## src/rtl/flashprog_pkg.sv

```systemverilog
package flashprog_pkg;

  typedef enum logic [1:0] {
    ST_OK      = 2'd0,
    ST_TIMEOUT = 2'd1,
    ST_VERIFY  = 2'd2
  } status_e;

  typedef enum logic {
    OP_ERASE   = 1'b0,
    OP_PROGRAM = 1'b1
  } op_e;

  typedef enum logic [3:0] {
    S_IDLE, S_ER_CMD, S_ER_WAIT, S_EV_RD, S_EV_CHK,
    S_PG_FETCH, S_PG_CMD, S_PG_WAIT, S_PG_RD, S_PG_CHK, S_RESP
  } state_e;

  typedef enum logic [2:0] {
    PH_IDLE, PH_RD1, PH_CAP1, PH_RD2, PH_CMP
  } phase_e;

  localparam logic [11:0] KEY_ADDR_A = 12'h555;
  localparam logic [11:0] KEY_ADDR_B = 12'h2AA;
  localparam logic [7:0]  KEY_DATA_A = 8'hAA;
  localparam logic [7:0]  KEY_DATA_B = 8'h55;
  localparam logic [7:0]  OPC_ERASE_ARM  = 8'h80;
  localparam logic [7:0]  OPC_ERASE_GO   = 8'h30;
  localparam logic [7:0]  OPC_BYTE_WRITE = 8'hA0;
  localparam logic [7:0]  BLANK_BYTE     = 8'hFF;
  localparam int          TOGGLE_BIT     = 6;

endpackage

```

## src/rtl/flashprog_cmdseq.sv

```systemverilog
module flashprog_cmdseq
  import flashprog_pkg::*;
#(
  parameter int ADDR_W = 13
) (
  input  logic              clk,
  input  logic              rst_n,
  input  logic              start,
  input  logic              is_prog,
  input  logic [ADDR_W-1:0] tgt_addr,
  input  logic [7:0]        tgt_data,
  output logic              we,
  output logic [ADDR_W-1:0] addr,
  output logic [7:0]        wdata,
  output logic              done
);

  localparam logic [2:0] LAST_PROG  = 3'd3;
  localparam logic [2:0] LAST_ERASE = 3'd5;
  localparam logic [ADDR_W-1:0] A_KEY1 = ADDR_W'(KEY_ADDR_A);
  localparam logic [ADDR_W-1:0] A_KEY2 = ADDR_W'(KEY_ADDR_B);

  logic              busy_q;
  logic              prog_q;
  logic [2:0]        step_q;
  logic [ADDR_W-1:0] addr_q;
  logic [7:0]        data_q;
  logic [2:0]        last_step;

  assign last_step = prog_q ? LAST_PROG : LAST_ERASE;
  assign we        = busy_q;
  assign done      = busy_q && (step_q == last_step);

  // step table: 0/1 unlock, 2 opcode, 3 target (program) or unlock again (erase)
  always_comb begin
    addr  = '0;
    wdata = '0;
    unique case (step_q)
      3'd0: begin addr = A_KEY1; wdata = KEY_DATA_A; end
      3'd1: begin addr = A_KEY2; wdata = KEY_DATA_B; end
      3'd2: begin addr = A_KEY1; wdata = prog_q ? OPC_BYTE_WRITE : OPC_ERASE_ARM; end
      3'd3: begin
        if (prog_q) begin addr = addr_q; wdata = data_q; end
        else        begin addr = A_KEY1; wdata = KEY_DATA_A; end
      end
      3'd4: begin addr = A_KEY2; wdata = KEY_DATA_B; end
      default: begin addr = '0; wdata = OPC_ERASE_GO; end
    endcase
  end

  always_ff @(posedge clk) begin
    if (!rst_n) begin
      busy_q <= 1'b0;
      prog_q <= 1'b0;
      step_q <= '0;
      addr_q <= '0;
      data_q <= '0;
    end else if (!busy_q) begin
      if (start) begin
        busy_q <= 1'b1;
        prog_q <= is_prog;
        step_q <= '0;
        addr_q <= tgt_addr;
        data_q <= tgt_data;
      end
    end else if (step_q == last_step) begin
      busy_q <= 1'b0;
    end else begin
      step_q <= step_q + 3'd1;
    end
  end

endmodule

```

## src/rtl/flashprog_togglepoll.sv

```systemverilog
module flashprog_togglepoll
  import flashprog_pkg::*;
#(
  parameter int POLL_LIMIT = 1000000,
  parameter int CNT_W      = $clog2(POLL_LIMIT + 1)
) (
  input  logic       clk,
  input  logic       rst_n,
  input  logic       start,
  input  logic [7:0] rdata,
  output logic       re,
  output logic       done,
  output logic       timed_out
);

  localparam logic [CNT_W-1:0] CNT_MAX = CNT_W'(POLL_LIMIT);

  phase_e           phase_q;
  logic [7:0]       first_q;
  logic [CNT_W-1:0] cnt_q;
  logic [7:0]       diff;
  logic             busy_now;
  logic             at_limit;

  assign diff      = first_q ^ rdata;
  assign busy_now  = diff[TOGGLE_BIT];
  assign at_limit  = (cnt_q == CNT_MAX);
  assign re        = (phase_q == PH_RD1) || (phase_q == PH_RD2);
  assign done      = (phase_q == PH_CMP) && (!busy_now || at_limit);
  assign timed_out = (phase_q == PH_CMP) && busy_now && at_limit;

  always_ff @(posedge clk) begin
    if (!rst_n) begin
      phase_q <= PH_IDLE;
      first_q <= '0;
      cnt_q   <= '0;
    end else begin
      unique case (phase_q)
        PH_IDLE: if (start) begin
          phase_q <= PH_RD1;
          cnt_q   <= '0;
        end
        PH_RD1:  phase_q <= PH_CAP1;
        PH_CAP1: begin
          first_q <= rdata;
          phase_q <= PH_RD2;
        end
        PH_RD2:  phase_q <= PH_CMP;
        PH_CMP: begin
          if (!busy_now || at_limit) phase_q <= PH_IDLE;
          else begin
            cnt_q   <= cnt_q + 1'b1;
            phase_q <= PH_RD1;
          end
        end
        default: phase_q <= PH_IDLE;
      endcase
    end
  end

endmodule

```

## src/rtl/flashprog_ctrl.sv

```systemverilog
module flashprog_ctrl
  import flashprog_pkg::*;
#(
  parameter int BANK_BYTES = 8192,
  parameter int POLL_LIMIT = 1000000
) (
  input  logic                          clk,
  input  logic                          rst_n,
  input  logic                          cmd_valid,
  output logic                          cmd_ready,
  input  logic                          cmd_op,
  input  logic                          img_valid,
  output logic                          img_ready,
  input  logic [7:0]                    img_data,
  output logic                          rsp_valid,
  input  logic                          rsp_ready,
  output logic [1:0]                    rsp_status,
  output logic [$clog2(BANK_BYTES)-1:0] fl_addr,
  output logic [7:0]                    fl_wdata,
  output logic                          fl_we,
  output logic                          fl_re,
  input  logic [7:0]                    fl_rdata
);

  localparam int ADDR_W = $clog2(BANK_BYTES);
  localparam int CNT_W  = $clog2(POLL_LIMIT + 1);
  localparam logic [ADDR_W-1:0] LAST_OFF = ADDR_W'(BANK_BYTES - 1);

  state_e            state_q;
  logic [ADDR_W-1:0] off_q;
  logic [7:0]        data_q;
  status_e           status_q;

  logic              seq_start, seq_prog, seq_we, seq_done;
  logic [ADDR_W-1:0] seq_addr;
  logic [7:0]        seq_wdata;
  logic              poll_start, poll_re, poll_done, poll_to;
  logic              own_re;

  assign cmd_ready  = (state_q == S_IDLE);
  assign img_ready  = (state_q == S_PG_FETCH);
  assign rsp_valid  = (state_q == S_RESP);
  assign rsp_status = status_q;

  assign seq_start  = (cmd_ready && cmd_valid && op_e'(cmd_op) == OP_ERASE)
                    || (img_ready && img_valid);
  assign seq_prog   = img_ready;
  assign poll_start = seq_done && ((state_q == S_ER_CMD) || (state_q == S_PG_CMD));
  assign own_re     = (state_q == S_EV_RD) || (state_q == S_PG_RD);

  assign fl_we    = seq_we;
  assign fl_wdata = seq_wdata;
  assign fl_re    = poll_re || own_re;
  assign fl_addr  = seq_we ? seq_addr : (own_re ? off_q : '0);

  flashprog_cmdseq #(.ADDR_W(ADDR_W)) u_seq (
    .clk      (clk),
    .rst_n    (rst_n),
    .start    (seq_start),
    .is_prog  (seq_prog),
    .tgt_addr (off_q),
    .tgt_data (img_data),
    .we       (seq_we),
    .addr     (seq_addr),
    .wdata    (seq_wdata),
    .done     (seq_done)
  );

  flashprog_togglepoll #(.POLL_LIMIT(POLL_LIMIT), .CNT_W(CNT_W)) u_poll (
    .clk       (clk),
    .rst_n     (rst_n),
    .start     (poll_start),
    .rdata     (fl_rdata),
    .re        (poll_re),
    .done      (poll_done),
    .timed_out (poll_to)
  );

  always_ff @(posedge clk) begin
    if (!rst_n) begin
      state_q  <= S_IDLE;
      off_q    <= '0;
      data_q   <= '0;
      status_q <= ST_OK;
    end else begin
      unique case (state_q)
        S_IDLE: if (cmd_valid) begin
          off_q   <= '0;
          state_q <= (op_e'(cmd_op) == OP_PROGRAM) ? S_PG_FETCH : S_ER_CMD;
        end
        S_ER_CMD: if (seq_done) state_q <= S_ER_WAIT;
        S_ER_WAIT: if (poll_done) begin
          if (poll_to) begin status_q <= ST_TIMEOUT; state_q <= S_RESP; end
          else state_q <= S_EV_RD;
        end
        S_EV_RD: state_q <= S_EV_CHK;
        S_EV_CHK: begin
          if (fl_rdata != BLANK_BYTE) begin
            status_q <= ST_VERIFY; state_q <= S_RESP;
          end else if (off_q == LAST_OFF) begin
            status_q <= ST_OK; state_q <= S_RESP;
          end else begin
            off_q <= off_q + 1'b1; state_q <= S_EV_RD;
          end
        end
        S_PG_FETCH: if (img_valid) begin
          data_q  <= img_data;
          state_q <= S_PG_CMD;
        end
        S_PG_CMD: if (seq_done) state_q <= S_PG_WAIT;
        S_PG_WAIT: if (poll_done) begin
          if (poll_to) begin status_q <= ST_TIMEOUT; state_q <= S_RESP; end
          else state_q <= S_PG_RD;
        end
        S_PG_RD: state_q <= S_PG_CHK;
        S_PG_CHK: begin
          if (fl_rdata != data_q) begin
            status_q <= ST_VERIFY; state_q <= S_RESP;
          end else if (off_q == LAST_OFF) begin
            status_q <= ST_OK; state_q <= S_RESP;
          end else begin
            off_q <= off_q + 1'b1; state_q <= S_PG_FETCH;
          end
        end
        S_RESP: if (rsp_ready) state_q <= S_IDLE;
        default: state_q <= S_IDLE;
      endcase
    end
  end

endmodule

```

## config.mk

```make
export PLATFORM = sky130hd
export DESIGN_NAME = flashprog_ctrl
export DESIGN_NICKNAME = d
export VERILOG_FILES = /design/src/rtl/flashprog_pkg.sv /design/src/rtl/flashprog_cmdseq.sv /design/src/rtl/flashprog_togglepoll.sv /design/src/rtl/flashprog_ctrl.sv
export SDC_FILE = /design/constraint.sdc
export NUM_CORES = 1
export LEC_CHECK = 0
export BUFFER_PORTS_ARGS = -buffer_cell sky130_fd_sc_hd__buf_4
export CORE_UTILIZATION = 59
export CTS_BUF_LIST = sky130_fd_sc_hd__clkbuf_16
export DETAILED_ROUTE_END_ITERATION = 10
export PLACE_DENSITY = 0.8
export RECOVER_POWER = 50
export SLEW_MARGIN = 20
export SYNTH_ARGS = -nofsm -noshare
export SYNTH_HDL_FRONTEND = slang
export SYNTH_SLANG_ARGS = --single-unit
```

## constraint.sdc

```tcl
create_clock -name clk -period 2.5 [get_ports clk]
set_input_delay 0.25 -clock clk [delete_from_list [all_inputs] [get_ports clk]]
set_output_delay 0.25 -clock clk [all_outputs]
set_load 0.1 [all_outputs]
```

Word-level counts from Yosys, hierarchy flattened
Index checks and enable logic that the tools add are counted.
{"block": "word_totals", "elab_cells": 133, "input_bits": 22, "reg_bits": 83}
{"block": "classes", "n_addsub": 3, "bitwise": 3, "mux": 46, "n_eq_ne": 37, "n_reduce_logical": 32}
{"op": "13-bit 2-to-1 mux", "n": 7}
{"op": "13-bit one-hot mux with 3 select lines", "n": 2}
{"op": "4-bit 2-to-1 mux", "n": 12}
{"op": "4-bit one-hot mux with 11 select lines", "n": 1}
{"op": "20-bit 2-to-1 mux", "n": 2}
{"op": "20-bit one-hot mux with 2 select lines", "n": 1}
{"op": "8-bit one-hot mux with 4 select lines", "n": 1}
{"op": "2-bit != test, second input constant", "n": 11}
{"op": "20-bit by 1-bit adder with 20-bit output, second input constant", "n": 1}
{"op": "20-bit equality test, second input constant", "n": 1}
{"op": "3-bit 2-to-1 mux", "n": 6}
{"op": "4-bit by 3-bit equality test with 1-bit output, second input constant", "n": 4}
{"op": "3-bit one-hot mux with 5 select lines", "n": 1}
{"op": "13-bit by 1-bit adder with 13-bit output, second input constant", "n": 1}
{"op": "13-bit equality test, second input constant", "n": 1}
{"op": "3-bit by 2-bit equality test with 1-bit output, second input constant", "n": 4}
{"op": "4-bit equality test, second input constant", "n": 3}
{"op": "2-bit 2-to-1 mux", "n": 6}
{"op": "4-bit by 2-bit equality test with 1-bit output, second input constant", "n": 2}
{"op": "1-bit logical AND", "n": 8}
{"op": "8-bit 2-to-1 mux", "n": 1}
{"op": "8-bit != test", "n": 1}
{"op": "8-bit != test, second input constant", "n": 1}
{"op": "7-bit AND reduction", "n": 1}
{"op": "21 further kinds", "n": 42}

Depth between registers and ports, before layout
{"block": "logic_depth", "depth_word": 6, "mapped_depth": 9, "ltp_nobuf": 7}

Modules after synthesis
A second synthesis with hierarchy kept.
{"block": "hier_totals", "hier_cells": 588, "area_unflattened_um2": 4652.0}
{"module": "flashprog_ctrl", "cells_per_inst": 232, "area_each_um2": 1849.3, "n_inst": 1, "seq_area_each_um2": 540.5}
{"module": "flashprog_togglepoll", "cells_per_inst": 190, "area_each_um2": 1495.2, "n_inst": 1, "seq_area_each_um2": 480.5}
{"module": "flashprog_cmdseq", "cells_per_inst": 166, "area_each_um2": 1307.5, "n_inst": 1, "seq_area_each_um2": 520.5}

Least setup slack after synthesis
OpenSTA, ideal clock, no wires.
{"block": "synth_timing", "kind": "flip-flop to flip-flop", "start": "reg state_q[3]", "end": "reg u_seq.addr_q[10]", "arrival_time_ps": 4711, "n_path_buf": 2, "path_stages_with_launch": 9, "path_slack_ps": -2333, "setup_ps": 122, "path_cell_list": "dfxtp_1 buf_2 nor4_1 nand2_1 or2_2 a21o_1 clkbuf_1 nand2_1 a21boi_0"}
{"block": "synth_via", "elab_chain_cells": 5, "elab_cells_between_ends": 7}
{"element": "start: declaration", "line_no": "flashprog_ctrl.sv:29", "rtl": "state_e state_q;"}
{"element": "start signal: assignment", "line_no": "flashprog_ctrl.sv:89", "rtl": "state_q <= (op_e'(cmd_op) == OP_PROGRAM) ? S_PG_FETCH : S_ER_CMD;"}
{"element": "4-bit logical NOT", "line_no": "flashprog_ctrl.sv:40", "rtl": "assign cmd_ready = (state_q == S_IDLE);"}
{"element": "via cmd_ready", "line_no": "flashprog_ctrl.sv:10", "rtl": "output logic cmd_ready,"}
{"element": "1-bit logical AND (2 in a row)", "line_no": "flashprog_ctrl.sv:45", "rtl": "assign seq_start = (cmd_ready && cmd_valid && op_e'(cmd_op) == OP_ERASE)"}
{"element": "1-bit logical OR", "line_no": "flashprog_ctrl.sv:46", "rtl": "|| (img_ready && img_valid);"}
{"element": "2-bit AND reduction (no source line)"}
{"element": "end signal: assignment", "line_no": "flashprog_cmdseq.sv:63", "rtl": "addr_q <= tgt_addr;"}
{"element": "end: declaration", "line_no": "flashprog_cmdseq.sv:26", "rtl": "logic [ADDR_W-1:0] addr_q;"}
The timed path passes the listed nets, and every way through them passes these cells.
A chain may end at the register's enable or synchronous reset.

Worst setup path in the final report
{"block": "layout_timing", "start": "reg off_q[1]", "end": "reg off_q[10]"}
{"block": "layout_via", "elab_chain_cells": 4, "elab_cells_between_ends": 6}
{"element": "start: declaration", "line_no": "flashprog_ctrl.sv:30", "rtl": "logic [ADDR_W-1:0] off_q;"}
{"element": "start signal: assignment", "line_no": "flashprog_ctrl.sv:82", "rtl": "off_q <= '0;"}
{"element": "start signal: assignment", "line_no": "flashprog_ctrl.sv:88", "rtl": "off_q <= '0;"}
{"element": "start signal: assignment", "line_no": "flashprog_ctrl.sv:103", "rtl": "off_q <= off_q + 1'b1; state_q <= S_EV_RD;"}
{"element": "13-bit by 1-bit adder with 13-bit output or 13-bit equality test (tied branches)"}
{"element": "13-bit 2-to-1 mux *", "line_no": "flashprog_ctrl.sv:100, flashprog_ctrl.sv:119"}
{"element": "13-bit 2-to-1 mux, on equally long branches", "line_no": "flashprog_ctrl.sv:117, flashprog_ctrl.sv:98"}
{"element": "13-bit one-hot mux with 3 select lines *", "line_no": "flashprog_ctrl.sv:86", "rtl": "unique case (state_q)"}
Mark *: on every way between the ends. The rest lies on a longest branch, timed or not. The select of a mux whose other input is x is not followed.

==> results.toml <==
[run_status]
run_status = "completed"

[power]
p_leak_nw = 1.93
irDropWorstVdd_mv = 0.529
seqPwrFrac_pct = 32.5
switching_power_mw = 1.82
switching_share_pct = 42.8
p_int_mw = 2.43
pwr-share-comb_pct = 39.0
total_power_mw = 4.25
clock_power_share_pct = 28.5
power.density_nw_per_um2 = 822

[floorplan]
die_height_um = 87.9
io_pins = 50
core_um2 = 6940
rows = 30
die_width_um = 87.9
start_util_pct = 62.7
fp.dieArea_um2 = 7730

[clock_network]
cts_tree = "yes"
cts_hold_buf = 0
clk_path_buf_depth = 2
cts.root.buffer_cell = "clkbuf_16"
clock-sinks = 77
cts_htree_levels = 3
clk_pin_slew_ps = 70
worstSkewPairLatency_ps = 330
numCtsBuffers = 9

[yosys]
yosysWarnings = 0
yosys.area.top_type = "dfxtp_1"
synth_top_area_share_pct = 35.4
synth_ff_type = "dfxtp_1"
syn_inst = 556
ys_ff_latch = 77
syn-num-nets = 586
netlist_top_cells_area = "dfxtp_1 (35%), nand2_1 (8.3%), a21boi_0 (5.3%)"
synth_enable_flop_cells = 0
synth_area_um2 = 4360
synthArstFlopShare_pct = 0
synthDistinctLibCells = 59
ys_seq_area_share_pct = 35.4
synth.avg_cell_area_um2 = 7.84

[place]
dpl.hpwl_mm = 7.74
post-place-ws_ps = 31.9
portBuffers = 49
gp_congestion = 0.967

[finish]
multi_input_area_um2 = 2640
fin_nets = 634
seq_area_um2 = 1550
n_fill_cell = 570
areaGrowthSynthToFinish_pct = 18.6
layout-drive-gt1-share_pct = 16.7
diodes = 0

[worst_setup_path]
worstPathRequired_ps = 2710
r2r_cells = 7
r2r-start = "off_q[1]$_SDFFE_PN0P_"
endpoint_kind = "flop"
crit_arrival_ps = 2580
cp_max_fo = 6
reg2reg_slack_ps = 130
rr_endpoint = "off_q[10]$_SDFFE_PN0P_"
start_kind = "flop"
worstSetupPathType = "reg2reg"

[global_routing]
grt_usage_pct = 29.7
grt_overflow = 0
grt_pass1_vias = 3777
antenna_found_initial = 0
grt_pass1_wl_mm = 18.0
grt_max_degree = 55

[timing]
fmax_mhz = 422
setup_viol_count_final = 0
grt_setup_unrepaired = "false"
finalHoldViolCount = 0
setup_tns_ps = 0
max_slew_margin_pct = 22.5
finClkSkew_ps = 10.3
tightest_slew_ps = 1170
period_share_pct = 94.9
maxSlewViolCount = 0
layout_min_cycle_time_ps = 2370
setup_slack_ps = 128

[drt]
route.vias.total = 4202
drc = 0
wire_per_inst_um = 15.4
wirelength_mm = 10.9
ant_nets = 0
via_per_inst = 5.96
firstDrtPassIters = 4
first_iter_violations = 264

[min_path]
hold_class = "in2reg"
whs_path_depth = 3
whs_endpoint = "u_seq.data_q[5]$_SDFFE_PN0P_"
min_from = "img_data[5]"

[flow_run]
max_cap_violations = 0
-- worst max-delay path: stages (launching register included) --
cell and delay (ps):
dfxtp_1 340, ha_1 250, and4_1 270, and4_1 270, a221o_2 460, a211oi_1 380
a31o_2 210, a21oi_1 50
-- placed cells by master (no fill, tap or decap), types with 11 or more instances in the layout --
master and instances:
nand4_1 11, dfxtp_1 73, a21oi_1 32, a21boi_0 13, and3_1 12, xnor2_1 22
clkbuf_2 12, buf_4 47, nand3_1 32, nor2_1 33, inv_1 22, a21boi_1 22
nand2_1 96, o21ai_0 22
-- cell usage after synthesis (8+ instances only) --
cell	instances
nand3_1	32
nand3b_1	9
xnor2_1	22
buf_2	8
nand4_1	11
o21ai_0	22
nand2_1	96
a21boi_0	31
a21oi_1	31
clkbuf_1	20
dfxtp_1	77
nor2_1	33
ha_1	8
xor2_1	9
inv_1	21
and2_1	10
and3_1	13
-- cells by family after synthesis --
logic type / share of synthesized area [%]
flops: 35.4
compound gates: 22.9
buf+inv: 4.97
xor+xnor: 6.23
simple gates: 27.7
mux: 0.460
fa+ha+maj: 2.30
-- final cells by class --
type	instances	area share [%]
flip-flops and latches	77	30.0
inverters	21	1.53
repair buffers	70	9.67
clock buffers	9	4.36
well taps	96	2.33
multi-input cells	425	51.2
clock inverters	7	0.969
-- power groups by stage --
stage / clock (mW) / sequential [mW] / combinational, mW
after floorplan: 0 / 1.40 / 1.33
after global placement: 0 / 1.40 / 1.65
after detailed placement: 0 / 1.40 / 1.67
after CTS: 1.22 / 1.37 / 1.68
after global routing: 1.28 / 1.39 / 1.76
final: 1.21 / 1.38 / 1.65
-- per-layer routing --
metal | wire length [µm] | GRT usage [%] | share of wire [%]
met3 | 576 | 4.15 | 5.3
met2 | 5060 | 47.6 | 47
met5 | 0 | 0 | 0
met4 | 112 | 9.24 | 1.0
met1 | 5110 | 41.5 | 47
-- worst max-delay path by stage --
stage	startpoint	end	cells past startpoint
4_1_cts	state_q[1]$_SDFFE_PN0P_	fl_addr[10]	8
3_3_place_gp	off_q[1]$_SDFFE_PN0P_	off_q[5]$_SDFFE_PN0P_	7
6_report	off_q[1]$_SDFFE_PN0P_	off_q[10]$_SDFFE_PN0P_	7
3_5_place_dp	off_q[1]$_SDFFE_PN0P_	off_q[7]$_SDFFE_PN0P_	7
5_1_grt	off_q[1]$_SDFFE_PN0P_	off_q[10]$_SDFFE_PN0P_	7
2_1_floorplan	state_q[2]$_SDFFE_PN0P_	u_seq.prog_q$_SDFFE_PN0P_	8
-- stage by stage --
step	hold WS, ps	area, µm²	util, %	instances
after global placement	447	4900	70.6	688
after floorplan	385	4440	-	556
after detailed placement	455	4900	70.6	688
after global routing	178	5160	74.4	705
final	172	5160	74.4	705
after CTS	167	5180	74.6	704
-- what timing repair did --
action | in CTS | in global routing
gates resized for setup | 0 | 11
setup endpoints to repair | 0 | 18
setup buffers | 0 | 1
-- sequential cells by signal, indices dropped and copies added, names as in the netlist --
signal,flops
data_q,8
off_q,13
rsp_status,2
state_q,4
u_poll.cnt_q,20
u_poll.first_q,1
u_poll.phase_q,3
u_seq.addr_q,13
u_seq.data_q,8
u_seq.prog_q,1
u_seq.step_q,3
u_seq.we,1
Note: power is estimated with default switching activity, not from simulation.
